[src/rtl/sse_pkg.sv]
package sse_pkg;

    typedef enum logic [1:0] {
        ST_IDLE  = 2'd0,
        ST_CONV  = 2'd1,
        ST_READY = 2'd2,
        ST_SHIFT = 2'd3
    } sse_state_e;

endpackage

[src/rtl/sse_edge_sync.sv]
// Synchronizer chain plus one history flop for edge detection.
module sse_edge_sync #(
    parameter int STAGES = 2
) (
    input  logic clk,
    input  logic rst_n,
    input  logic d_i,
    output logic level_o,
    output logic prev_o
);

    logic [STAGES:0] chain_q;

    always_ff @(posedge clk) begin
        if (!rst_n) begin
            chain_q <= '0;
        end else begin
            chain_q <= {chain_q[STAGES-1:0], d_i};
        end
    end

    assign level_o = chain_q[STAGES-1];
    assign prev_o  = chain_q[STAGES];

endmodule

[src/rtl/sse_conv_timer.sv]
// Counts the cycles of one conversion.
module sse_conv_timer #(
    parameter int CONV_CYCLES = 12
) (
    input  logic clk,
    input  logic rst_n,
    input  logic start_i,
    input  logic run_i,
    output logic done_o
);

    localparam int CNT_W = (CONV_CYCLES > 1) ? $clog2(CONV_CYCLES) : 1;
    localparam logic [CNT_W-1:0] LAST = CNT_W'(CONV_CYCLES - 1);

    logic [CNT_W-1:0] cnt_q;

    always_ff @(posedge clk) begin
        if (!rst_n) begin
            cnt_q <= '0;
        end else if (start_i) begin
            cnt_q <= '0;
        end else if (run_i && cnt_q != LAST) begin
            cnt_q <= cnt_q + 1'b1;
        end
    end

    assign done_o = run_i && (cnt_q == LAST);

endmodule

[src/rtl/sse_shifter.sv]
// Parallel-load, MSB-first shift register with a bit index.
module sse_shifter #(
    parameter int DATA_W = 18
) (
    input  logic              clk,
    input  logic              rst_n,
    input  logic              load_i,
    input  logic [DATA_W-1:0] word_i,
    input  logic              shift_i,
    output logic              bit_o,
    output logic              last_o
);

    localparam int IDX_W = (DATA_W > 1) ? $clog2(DATA_W) : 1;
    localparam logic [IDX_W-1:0] IDX_LAST = IDX_W'(DATA_W - 1);

    logic [DATA_W-1:0] sh_q;
    logic [IDX_W-1:0]  idx_q;

    always_ff @(posedge clk) begin
        if (!rst_n) begin
            sh_q  <= '0;
            idx_q <= '0;
        end else if (load_i) begin
            sh_q  <= word_i;
            idx_q <= '0;
        end else if (shift_i) begin
            sh_q  <= {sh_q[DATA_W-2:0], 1'b0};
            idx_q <= idx_q + 1'b1;
        end
    end

    assign bit_o  = sh_q[DATA_W-1];
    assign last_o = (idx_q == IDX_LAST);

endmodule

[src/rtl/sar_serial_emu.sv]
module sar_serial_emu
    import sse_pkg::*;
#(
    parameter int DATA_W      = 18,
    parameter int CONV_CYCLES = 12,
    parameter int SYNC_STAGES = 2
) (
    input  logic clk,
    input  logic rst_n,
    input  logic cnv_i,
    input  logic sck_i,
    output logic sdo_o,
    output logic sdo_oe_o,
    output logic proto_err_o
);

    localparam int N_IN  = 2;
    localparam int IX_CNV = 0;
    localparam int IX_SCK = 1;

    logic [N_IN-1:0] raw_in;
    logic [N_IN-1:0] lvl;
    logic [N_IN-1:0] prv;

    assign raw_in[IX_CNV] = cnv_i;
    assign raw_in[IX_SCK] = sck_i;

    for (genvar g = 0; g < N_IN; g++) begin : g_sync
        sse_edge_sync #(.STAGES(SYNC_STAGES)) u_sync (
            .clk     (clk),
            .rst_n   (rst_n),
            .d_i     (raw_in[g]),
            .level_o (lvl[g]),
            .prev_o  (prv[g])
        );
    end

    logic cnv_rise, cnv_fall, sck_fall;
    assign cnv_rise = lvl[IX_CNV] & ~prv[IX_CNV];
    assign cnv_fall = ~lvl[IX_CNV] & prv[IX_CNV];
    assign sck_fall = ~lvl[IX_SCK] & prv[IX_SCK];

    sse_state_e state_q, state_d;
    logic tmr_done, sh_last, sh_bit;
    logic start_conv, load_word, shift_bit;
    logic err_q;
    logic [DATA_W-1:0] conv_cnt_q;
    logic [DATA_W-1:0] sample_q;

    // next-state decision
    always_comb begin
        state_d = state_q;
        unique case (state_q)
            ST_IDLE: begin
                if (cnv_rise) state_d = ST_CONV;
            end
            ST_CONV: begin
                if (tmr_done) state_d = ST_READY;
            end
            ST_READY: begin
                if (cnv_rise)      state_d = ST_CONV;
                else if (cnv_fall) state_d = ST_SHIFT;
            end
            ST_SHIFT: begin
                if (cnv_rise)                 state_d = ST_CONV;
                else if (sck_fall && sh_last) state_d = ST_IDLE;
            end
            default: state_d = ST_IDLE;
        endcase
    end

    assign start_conv = cnv_rise && (state_q != ST_CONV);
    assign load_word  = (state_q == ST_READY) && !cnv_rise && cnv_fall;
    assign shift_bit  = (state_q == ST_SHIFT) && !cnv_rise && sck_fall && !sh_last;

    // state register and registered side results
    always_ff @(posedge clk) begin
        if (!rst_n) begin
            state_q    <= ST_IDLE;
            err_q      <= 1'b0;
            conv_cnt_q <= '0;
            sample_q   <= '0;
        end else begin
            state_q <= state_d;
            err_q   <= (state_q == ST_CONV) && cnv_fall;
            if (start_conv) begin
                sample_q   <= conv_cnt_q;
                conv_cnt_q <= conv_cnt_q + 1'b1;
            end
        end
    end

    sse_conv_timer #(.CONV_CYCLES(CONV_CYCLES)) u_timer (
        .clk     (clk),
        .rst_n   (rst_n),
        .start_i (start_conv),
        .run_i   (state_q == ST_CONV),
        .done_o  (tmr_done)
    );

    sse_shifter #(.DATA_W(DATA_W)) u_shift (
        .clk     (clk),
        .rst_n   (rst_n),
        .load_i  (load_word),
        .word_i  (sample_q),
        .shift_i (shift_bit),
        .bit_o   (sh_bit),
        .last_o  (sh_last)
    );

    // outputs
    always_comb begin
        sdo_oe_o    = 1'b0;
        sdo_o       = 1'b0;
        proto_err_o = err_q;
        unique case (state_q)
            ST_SHIFT: begin
                sdo_oe_o = 1'b1;
                sdo_o    = sh_bit;
            end
            ST_IDLE, ST_CONV, ST_READY: begin
                sdo_oe_o = 1'b0;
            end
            default: sdo_oe_o = 1'b0;
        endcase
    end

endmodule

[config.mk]
export PLATFORM = sky130hd
export DESIGN_NAME = sar_serial_emu
export DESIGN_NICKNAME = d
export VERILOG_FILES = /design/src/rtl/sse_pkg.sv /design/src/rtl/sse_edge_sync.sv /design/src/rtl/sse_conv_timer.sv /design/src/rtl/sse_shifter.sv /design/src/rtl/sar_serial_emu.sv
export SDC_FILE = /design/constraint.sdc
export NUM_CORES = 1
export LEC_CHECK = 0
export BUFFER_PORTS_ARGS = -buffer_cell sky130_fd_sc_hd__buf_2
export CORE_MARGIN = 10
export CORE_UTILIZATION = 50
export DETAILED_ROUTE_END_ITERATION = 7
export GPL_TIMING_DRIVEN = 1
export PLACE_DENSITY_LB_ADDON = 0.1
export RECOVER_POWER = 50
export SLEW_MARGIN = 10
export SYNTH_ARGS = -nofsm -noshare
export SYNTH_HDL_FRONTEND = slang
export SYNTH_SLANG_ARGS = --single-unit
export TNS_END_PERCENT = 30
[constraint.sdc]
create_clock -name clk -period 2 [get_ports clk]
set_clock_uncertainty 0.05 [all_clocks]
set_input_delay 0.1 -clock clk [delete_from_list [all_inputs] [get_ports clk]]
set_output_delay 0.1 -clock clk [all_outputs]
set_load 0.005 [all_outputs]
# [Word-level counts from Yosys, hierarchy flattened]
# Index checks and enable logic that the tools add are counted.
[word_totals] out_inout_bits=3 latchBits=0 romBits=0 ram_bits=0 memories=0 ff_bits=72 elab_cells=59
[op_classes] reduce_logical=18 add_sub_neg=3 multipliers=0 n_shift=0 eq_ne=11 muxes=11 div_mod_pow=0 order_cmp=0 bitwise=7
[ops] op="$mux 18" n=2
[ops] op="$add 18x1->18 const B" n=1
[ops] op="$mux 2" n=6
[ops] op="$logic_and 1x1->1" n=10
[ops] op="$pmux 2 s4" n=1
[ops] op="$ne 3x3->1 const B" n=2
[ops] op="$add 5x1->5 const B" n=1
[ops] op="$eq 5x5->1 const B" n=1
[ops] op="$add 4x1->4 const B" n=1
[ops] op="$eq 2x2->1 const B" n=2
[ops] op="$eq 4x4->1 const B" n=1
[ops] op="$ne 2x2->1 const B" n=2
[ops] op="$ne 4x4->1 const B" n=1
[ops] op="$not 1->1" n=4
[ops] op="$reduce_and 4->1" n=1
[ops] op="$reduce_or 2->1" n=2
[ops] op="$and 1x1->1" n=3
[ops] op="$reduce_or 3->1" n=1
[ops] op="$eq 2x1->1 const B" n=1
[ops] op="$logic_not 1->1" n=2
[ops] op="$logic_not 2->1" n=1
[ops] op="$ne 2x1->1 const B" n=1
[ops] op="$pmux 1 s2" n=1
[ops] op="$reduce_bool 2->1" n=1
[ops] op="$mux 1" n=1

# [Longest topological paths before layout]
# Gate-level depths: netlist (run 1).
[logic_depth] depth_word=8 depth_mapped=7 depth_no_buf=6

# [Hierarchy]
# From an unflattened synthesis (run 1), not the netlist that was laid out.
[hier_totals] hier_cells=345 hier_area_um2=3188.1
[by_module_without_submodules] module="sar_serial_emu" cells_each=205 n_inst=1 seq_area_each_um2=780.7 area_each_um2=1621.6
[by_module_without_submodules] module="sse_shifter" cells_each=106 n_inst=1 seq_area_each_um2=460.4 area_each_um2=1202.4
[by_module_without_submodules] module="sse_conv_timer" cells_each=22 n_inst=1 seq_area_each_um2=80.1 area_each_um2=206.4
[by_module_without_submodules] module="sse_edge_sync" cells_each=6 n_inst=2 seq_area_each_um2=60.1 area_each_um2=78.8

# [Worst setup path after synthesis (run 1)]
# No wires, ideal clock.
[synth_path] path_kind="register -> register" from="register g_sync[0].u_sync.chain_q[2]" to="register u_shift.sh_q[0]" path_buffers=1 setup_time_ns=0.128 path_stages_with_launch=8 period_less_slack_ns=1.754 arrival_time_ns=1.576 path_slack_ns=0.246 path_cell_list="dfxtp_1 > inv_1 > ha_1 > nor3b_2 > nand3_1 > buf_2 > a31oi_1 > nor2_1"
[synth_between] elab_chain_len=7 word_cells_on_any_way=11 classes_between="mux: 1; bitwise: 3; reduce/logical: 7"
[synth_rtl] item="start: declaration" line_no="sse_edge_sync.sv:12" source="logic [STAGES:0] chain_q;"
[synth_rtl] item="start signal: assignment" line_no="sse_edge_sync.sv:18" source="chain_q <= {chain_q[STAGES-1:0], d_i};"
[synth_rtl] item="$not 1->1" line_no="sar_serial_emu.sv:39" source="assign cnv_rise = lvl[IX_CNV] & ~prv[IX_CNV];"
[synth_rtl] item="$and 1x1->1" line_no="sar_serial_emu.sv:39"
[synth_rtl] item="$logic_not 1->1" line_no="sar_serial_emu.sv:73, sar_serial_emu.sv:74"
[synth_rtl] item="$logic_and 1x1->1 (3 in a row)" line_no="sar_serial_emu.sv:74" source="assign shift_bit = (state_q == ST_SHIFT) && !cnv_rise && sck_fall && !sh_last;"
[synth_rtl] item="$reduce_bool 2->1 (no line)"
[synth_rtl] item="end signal: assignment" line_no="sse_shifter.sv:25" source="sh_q <= word_i;"
[synth_rtl] item="end signal: assignment" line_no="sse_shifter.sv:28" source="sh_q <= {sh_q[DATA_W-2:0], 1'b0};"
[synth_rtl] item="end: declaration" line_no="sse_shifter.sv:17" source="logic [DATA_W-1:0] sh_q;"
# Several ways; a longest one is shown, not always the timed one.
# A chain may end at the register's enable or synchronous reset.

# [Worst setup path in the final report (run 1)]
[layout_path] from="register conv_cnt_q[1]" to="register conv_cnt_q[16]"
[layout_between] elab_chain_len=1
[layout_rtl] item="start: declaration" line_no="sar_serial_emu.sv:47" source="logic [DATA_W-1:0] conv_cnt_q;"
[layout_rtl] item="start signal: assignment" line_no="sar_serial_emu.sv:88" source="conv_cnt_q <= conv_cnt_q + 1'b1;"
[layout_rtl] item="$add 18x1->18" line_no="sar_serial_emu.sv:88"
# Every way passes these cells.

==> results of run 1 <==
-- flip-flops by register name, summed over array words and instances, names as in the netlist --
signal / flops
proto_err_o: 1
g_sync.u_sync.chain_q: 6
sample_q: 18
state_q: 2
u_shift.idx_q: 5
conv_cnt_q: 18
u_shift.sh_q: 18
u_timer.cnt_q: 4
-- cell usage in the layout (no fill, tap or decap), types with 2 or more instances in the layout --
| cell type | instances |
|---|---|
| nand2_1 | 81 |
| dfxtp_1 | 72 |
| a21oi_1 | 32 |
| o21ai_0 | 23 |
| nor2_1 | 20 |
| a31oi_1 | 19 |
| xor2_1 | 11 |
| clkbuf_8 | 11 |
| buf_4 | 9 |
| inv_1 | 8 |
| nand4_1 | 8 |
| nand3_1 | 7 |
| and2_1 | 6 |
| ha_1 | 6 |
| o31ai_1 | 5 |
| or4_1 | 5 |
| clkbuf_1 | 5 |
| or3_1 | 4 |
| and2_0 | 3 |
| and3_1 | 3 |
| buf_2 | 3 |
| buf_12 | 3 |
| nor2b_1 | 2 |
| and4_1 | 2 |
| nand4_4 | 2 |
| and3_2 | 2 |
| xnor2_1 | 2 |
| or2_2 | 2 |
| nand4bb_1 | 2 |
| clkinv_2 | 2 |
| dlygate4sd3_1 | 2 |
-- stage by stage --
step                TNS, ns  hold WS, ns
global route        -0.0565        0.408
detailed placement        0        0.262
global placement          0        0.256
finish                    0        0.384
floorplan                 0        0.177
CTS                       0        0.151
-- report_power, final --
group	switching, mW	leakage, nW	internal (mW)	total, mW
logic	0.0981	0.486	0.0612	0.159
registers	0.0258	0.581	1.46	1.48
clock network	0.510	0.103	0.642	1.15
-- logic make-up after synthesis --
family / share of synthesized area
buf+inv: 0.0484
mux: 0.00331
flops: 0.477
compound gates: 0.156
xor+xnor: 0.0377
fa+ha+maj: 0.0248
simple gates: 0.254
-- per-layer routing --
layer | routed length, um | track usage | vias to the layer above
li1 | - | - | 1268
met1 | 3200 | 0.178 | 1087
met2 | 2610 | 0.180 | 35
met3 | 166 | 0.0423 | 5
met4 | 55 | 0.0436 | 0
met5 | 0 | 0 | -
-- critical path: cells and delay by family, from the launching register on --
| family | cells | cell delay, ns |
|---|---|---|
| compound gates | 1 | 0.17 |
| flops | 1 | 0.40 |
| simple gates | 3 | 1.03 |
| fa+ha+maj | 1 | 0.21 |
-- timing repair --
| action | 4_1_cts | 5_1_grt |
|---|---|---|
| gates resized for setup | 0 | 2 |
| hold buffers | 2 | 0 |
| setup endpoints to repair | 0 | 3 |
| hold endpoints to repair | 2 | 0 |
-- final timing paths --
path	to	depth (start not counted)	from
worst max register to register	conv_cnt_q[16]$_SDFFE_PN0P_	5	conv_cnt_q[1]$_SDFFE_PN0P_
worst min register to register	g_sync[1].u_sync.chain_q[1]$_SDFF_PN0_	1	g_sync[1].u_sync.chain_q[0]$_SDFF_PN0_
worst min-delay path	g_sync[1].u_sync.chain_q[1]$_SDFF_PN0_	1	g_sync[1].u_sync.chain_q[0]$_SDFF_PN0_
worst max-delay path	conv_cnt_q[16]$_SDFFE_PN0P_	5	conv_cnt_q[1]$_SDFFE_PN0P_
-- area by class of cell --
| type | count | share of cell area |
|---|---|---|
| repair buffers | 20 | 0.0514 |
| well taps | 75 | 0.0277 |
| multi-input cells | 259 | 0.427 |
| clock buffers | 13 | 0.0469 |
| inverters | 8 | 0.00887 |
| flip-flops and latches | 72 | 0.426 |
| clock inverters | 3 | 0.0118 |
==> summary.txt, run 1 <==
Final setup violation count = 0
# placed instances = 432
Worst endpoint data arrival time = 2.15 ns
First-pass GRT wire length = 10400 um
Starting Density = 0.514
Worst Slack Setup Final = 0.0698 ns
DRT Pass-1 Iters = 4
Yosys synthesis warning count = 0
Pre-CTS setup slack = 0.107 ns
CTS buffer count = 9
Count of final max-slew check failures = 0
Final hold violations = 0
Port Buf Inserts = 6
Top FF cell, synth = dfxtp_1
Max cap viols = 0
Clk_lat worst skew = 0.34 ns
Synth cell types = 43
Setup CP Type = reg2reg
Initial antenna violation count = 0
Initial DRC count = 168
Synth area leader = dfxtp_1
Post-Syn Nets = 372
Outcome = finished clean
Worst setup EP type = register
H-tree Lvls = 3
Final Critical Period = 1.93 ns
Top Ports = 7
Clock Pin Slew Worst Setup and Hold Paths = 0.07 ns
Placement Rows = 28
Clock sinks = 72
Worst-Margin Slew = 0.920 ns
Commonest cells post-synth = nand2_1, dfxtp_1, a21oi_1
Wire per inst = 13.4 um
CP Max Fanout = 8
Core area = 0.00589 sq mm
Worst-path cell chain = ha_1, and4_1, nand3_1, or4_1, a21oi_1
Pwr/cell area = 825 mW/mm^2
Relative slew margins = 0.387
# DRC = 0
Vert. Die Dim = 97.8 um
Synth-to-layout area growth = 11.9%
RSZ-0062 raised after global routing = yes
Worst-case vdd ir drop = 0.000591 V
Synth area leaders = dfxtp_1, nand2_1, a21oi_1, a31oi_1, o21ai_0
# diodes = 0
Final core occ = 0.575
Share of cells above drive strength 1 = 0.104
Total Power = 2.79 mW
Most common cell in the netlist = nand2_1
Total leakage power = 1.17 nW
Via count = 2395
Post-synthesis register bit count = 72
CP max stage delay = 0.58 ns
Fillers = 537
Startpoint types = register
Post-synth EDFFs = 0
TritonCTS clock tree = built
Via-per-instance ratio = 5.32
Top-area cell type share of the netlist area = 0.477
Fmax = 518 MHz
Pin count of the biggest net entering global routing = 38
Crit-path slowest cell = or4_1
Post-Layout Cell Count = 450
Setup slack on the worst flop-to-flop path = 0.07 ns
Fin nets = 380
Hpwl dp = 3980 um
Cells after Synth = 362
Storage element area = 0.00144 sq mm
Vias in the first global route = 2153
HP Class = reg2reg
Deepest clock path buffer count = 2
Clk root buf = clkbuf_8
Synthesized cell area = 0.00302 sq mm
Post-CTS setup buffers = 0
Multi-input logic area = 0.00145 sq mm
Asr flop ratio synth = 0
Placed inst area = 0.00316 sq mm
Sequential-to-total area share from yosys stat = 0.477
Die Span X = 97.8 um
GR Overflow Total = 0
Die area = 0.00956 sq mm
Post-DRT Antenna Nets = 0
Cell area after layout = 0.00338 sq mm
RePlAce Congestion = 0.763
Routed Wire Length = 6020 um
CP required = 2.22 ns
Period utilization = 0.965
Synth Area per Inst = 8.35 sq um
Overall routing resource usage = 0.128
Note: power is estimated with default switching activity, not from simulation.
==> inputs of run 2 (changes only) <==
- CORE_MARGIN: 10 -> default
- clock period: 2 -> 2.2 ns (I/O delays scaled with it)
==> run 2 against run 1 <==
Fmax is 1.3% higher. Via count down 1.3%. Sequential power fell by 9%.
==> summary.txt, run 2 (synthesized netlist as in run 1, its figures left out) <==
Net Switching = 0.570 mW
Outcome = finished clean
Crit-path slowest cell = dfxtp_1
Clock Pin Slew Worst Setup and Hold Paths = 0.07 ns
Die Span X = 79.8 um
Pint = 1.80 mW
Combinational group share of total power = 0.053
Deepest clock path buffer count = 2
TritonCTS clock tree = built
Total Power = 2.37 mW
Hold Startpoint = rst_n
GR Overflow Total = 0
Highest routed layer = met4
CP max stage delay = 0.33 ns
CP required = 2.38 ns
Crit path buffers/inverters = 3
Worst-case vdd ir drop = 0.000438 V
Initial antenna violation count = 0
Share of cells above drive strength 1 = 0.0968
Wire per inst = 13.0 um
Pin count of the biggest net entering global routing = 37
Vert. Die Dim = 79.8 um
Overall routing resource usage = 0.206
Core area = 0.00568 sq mm
Period utilization = 0.866
Placement Rows = 27
Setup_tns = 0 ns
Flop pwr share = 0.568
Reg2reg end = u_shift.sh_q[3]$_SDFFE_PN0P_
First-pass GRT wire length = 10000 um
Worst setup EP type = register
Synth-to-layout area growth = 8.15%
Count of final max-slew check failures = 0
CTS buffer count = 9
Reg2reg start = g_sync[0].u_sync.chain_q[2]$_SDFF_PN0_
Wire length on met2 = 2370 um
Placed inst area = 0.00310 sq mm
Clk pwr share = 0.379
Crit path max-delay family = buffers and inverters
Commonest non-fill, non-tap cell in the layout = nand2_1
Sw Ratio = 0.240
Routed Wire Length = 5770 um
Cell area after layout = 0.00327 sq mm
H-tree Lvls = 3
DRT Pass-1 Iters = 4
Top Registers = conv_cnt_q x18, sample_q x18, u_shift.sh_q x18
Final setup violation count = 0
Starting Density = 0.533
Initial DRC count = 137
Hpwl dp = 3870 um
Metal3 WL = 167 um
Post-DRT Antenna Nets = 0
HP Class = in2reg
RePlAce Congestion = 0.783
Pwr/cell area = 725 mW/mm^2
Most frequent cells in the layout = nand2_1, dfxtp_1, a21oi_1
Worst-Margin Slew = 0.643 ns
Top Ports = 7
Setup slack on the worst flop-to-flop path = 0.29 ns
Fin nets = 377
Total leakage power = 1.13 nW
Clock sinks = 72
Worst hold path depth = 3
Die area = 0.00636 sq mm
# placed instances = 426
Final Critical Period = 1.91 ns
Post-Layout Cell Count = 444
Final hold violations = 0
Worst-path cell chain = inv_1, ha_1, nand4bb_1, clkbuf_2, buf_4, o21ai_0, a31oi_1
Final core occ = 0.576
Max cap viols = 0
Clk_lat worst skew = 0.34 ns
# DRC = 0
Clk root buf = clkbuf_8
Setup CP Type = reg2reg
Startpoint types = register
Via-per-instance ratio = 5.32
Worst Hold End = u_shift.sh_q[1]$_SDFFE_PN0P_
Worst endpoint data arrival time = 2.09 ns
Wl on met1 = 3180 um
Relative slew margins = 0.567
CP Max Fanout = 29
Fmax = 525 MHz
# diodes = 0
Port Buf Inserts = 6
R2R depth = 7
Post-CTS setup buffers = 0
RSZ-0062 raised after global routing = no
Via count = 2364
Vias in the first global route = 2134
[run 2: cell count changes in the layout (fill, tap and decap cells not counted), sizes merged]
cell / delta
clkinv: +2
clkbuf: +1
bufinv: -1
buf: -5
[run 2: final cells by class]
cell class	count	area, sq um
clock buffer	12	145
clock inverter	4	20.0
fill	547	2400
sequential	72	1440
timing repair buffer	17	108
tap	72	90.1
inverter	8	30.0
multi-input combinational	259	1440
[run 2: how the worst max path moves through the flow]
stage / start / end / slack, ns / cells after the start
floorplan: g_sync[0].u_sync.chain_q[2]$_SDFF_PN0_ / u_shift.sh_q[0]$_SDFFE_PN0P_ / 0.45 / 7
CTS: conv_cnt_q[0]$_SDFFE_PN0P_ / conv_cnt_q[16]$_SDFFE_PN0P_ / 0.32 / 5
finish: g_sync[0].u_sync.chain_q[2]$_SDFF_PN0_ / u_shift.sh_q[3]$_SDFFE_PN0P_ / 0.29 / 7
detailed placement: state_q[1]$_SDFFE_PN0P_ / conv_cnt_q[17]$_SDFFE_PN0P_ / 0.34 / 4
global route: g_sync[0].u_sync.chain_q[2]$_SDFF_PN0_ / sample_q[6]$_SDFFE_PN0P_ / 0.07 / 7
global placement: conv_cnt_q[0]$_SDFFE_PN0P_ / conv_cnt_q[14]$_SDFFE_PN0P_ / 0.40 / 5
[run 2: power by group through the flow]
stage	clock network (mW)	logic, mW	registers [mW]
after floorplan	0	0.109	1.37
after global placement	0	0.125	1.37
after detailed placement	0	0.126	1.38
after CTS	0.935	0.129	1.35
after global routing	0.984	0.143	1.35
final	0.898	0.126	1.35
[run 2: metal layers]
layer  GRT usage  vias up
met5           0        -
met4      0.0696        0
met3      0.0686        4
met2       0.293       26
met1       0.289     1069
li1            -     1265
[run 2: metrics by stage]
stage	setup WS (ns)	hold slack (ns)
5_1_grt	0.0708	0.187
4_1_cts	0.315	0.154
2_1_floorplan	0.446	0.187
3_5_place_dp	0.344	0.272
6_report	0.294	0.162
3_3_place_gp	0.399	0.265
[run 2: worst register-to-register path: cells and delay by family, from the launching register on]
family | cells | cell delay, ns
compound gates | 2 | 0.22
fa+ha+maj | 1 | 0.30
buf+inv | 3 | 0.65
flops | 1 | 0.33
simple gates | 1 | 0.24
[run 2: repair_timing]
action	CTS	global route
hold buffers	2	0
hold endpoints to repair	2	0
gates resized for setup	0	0
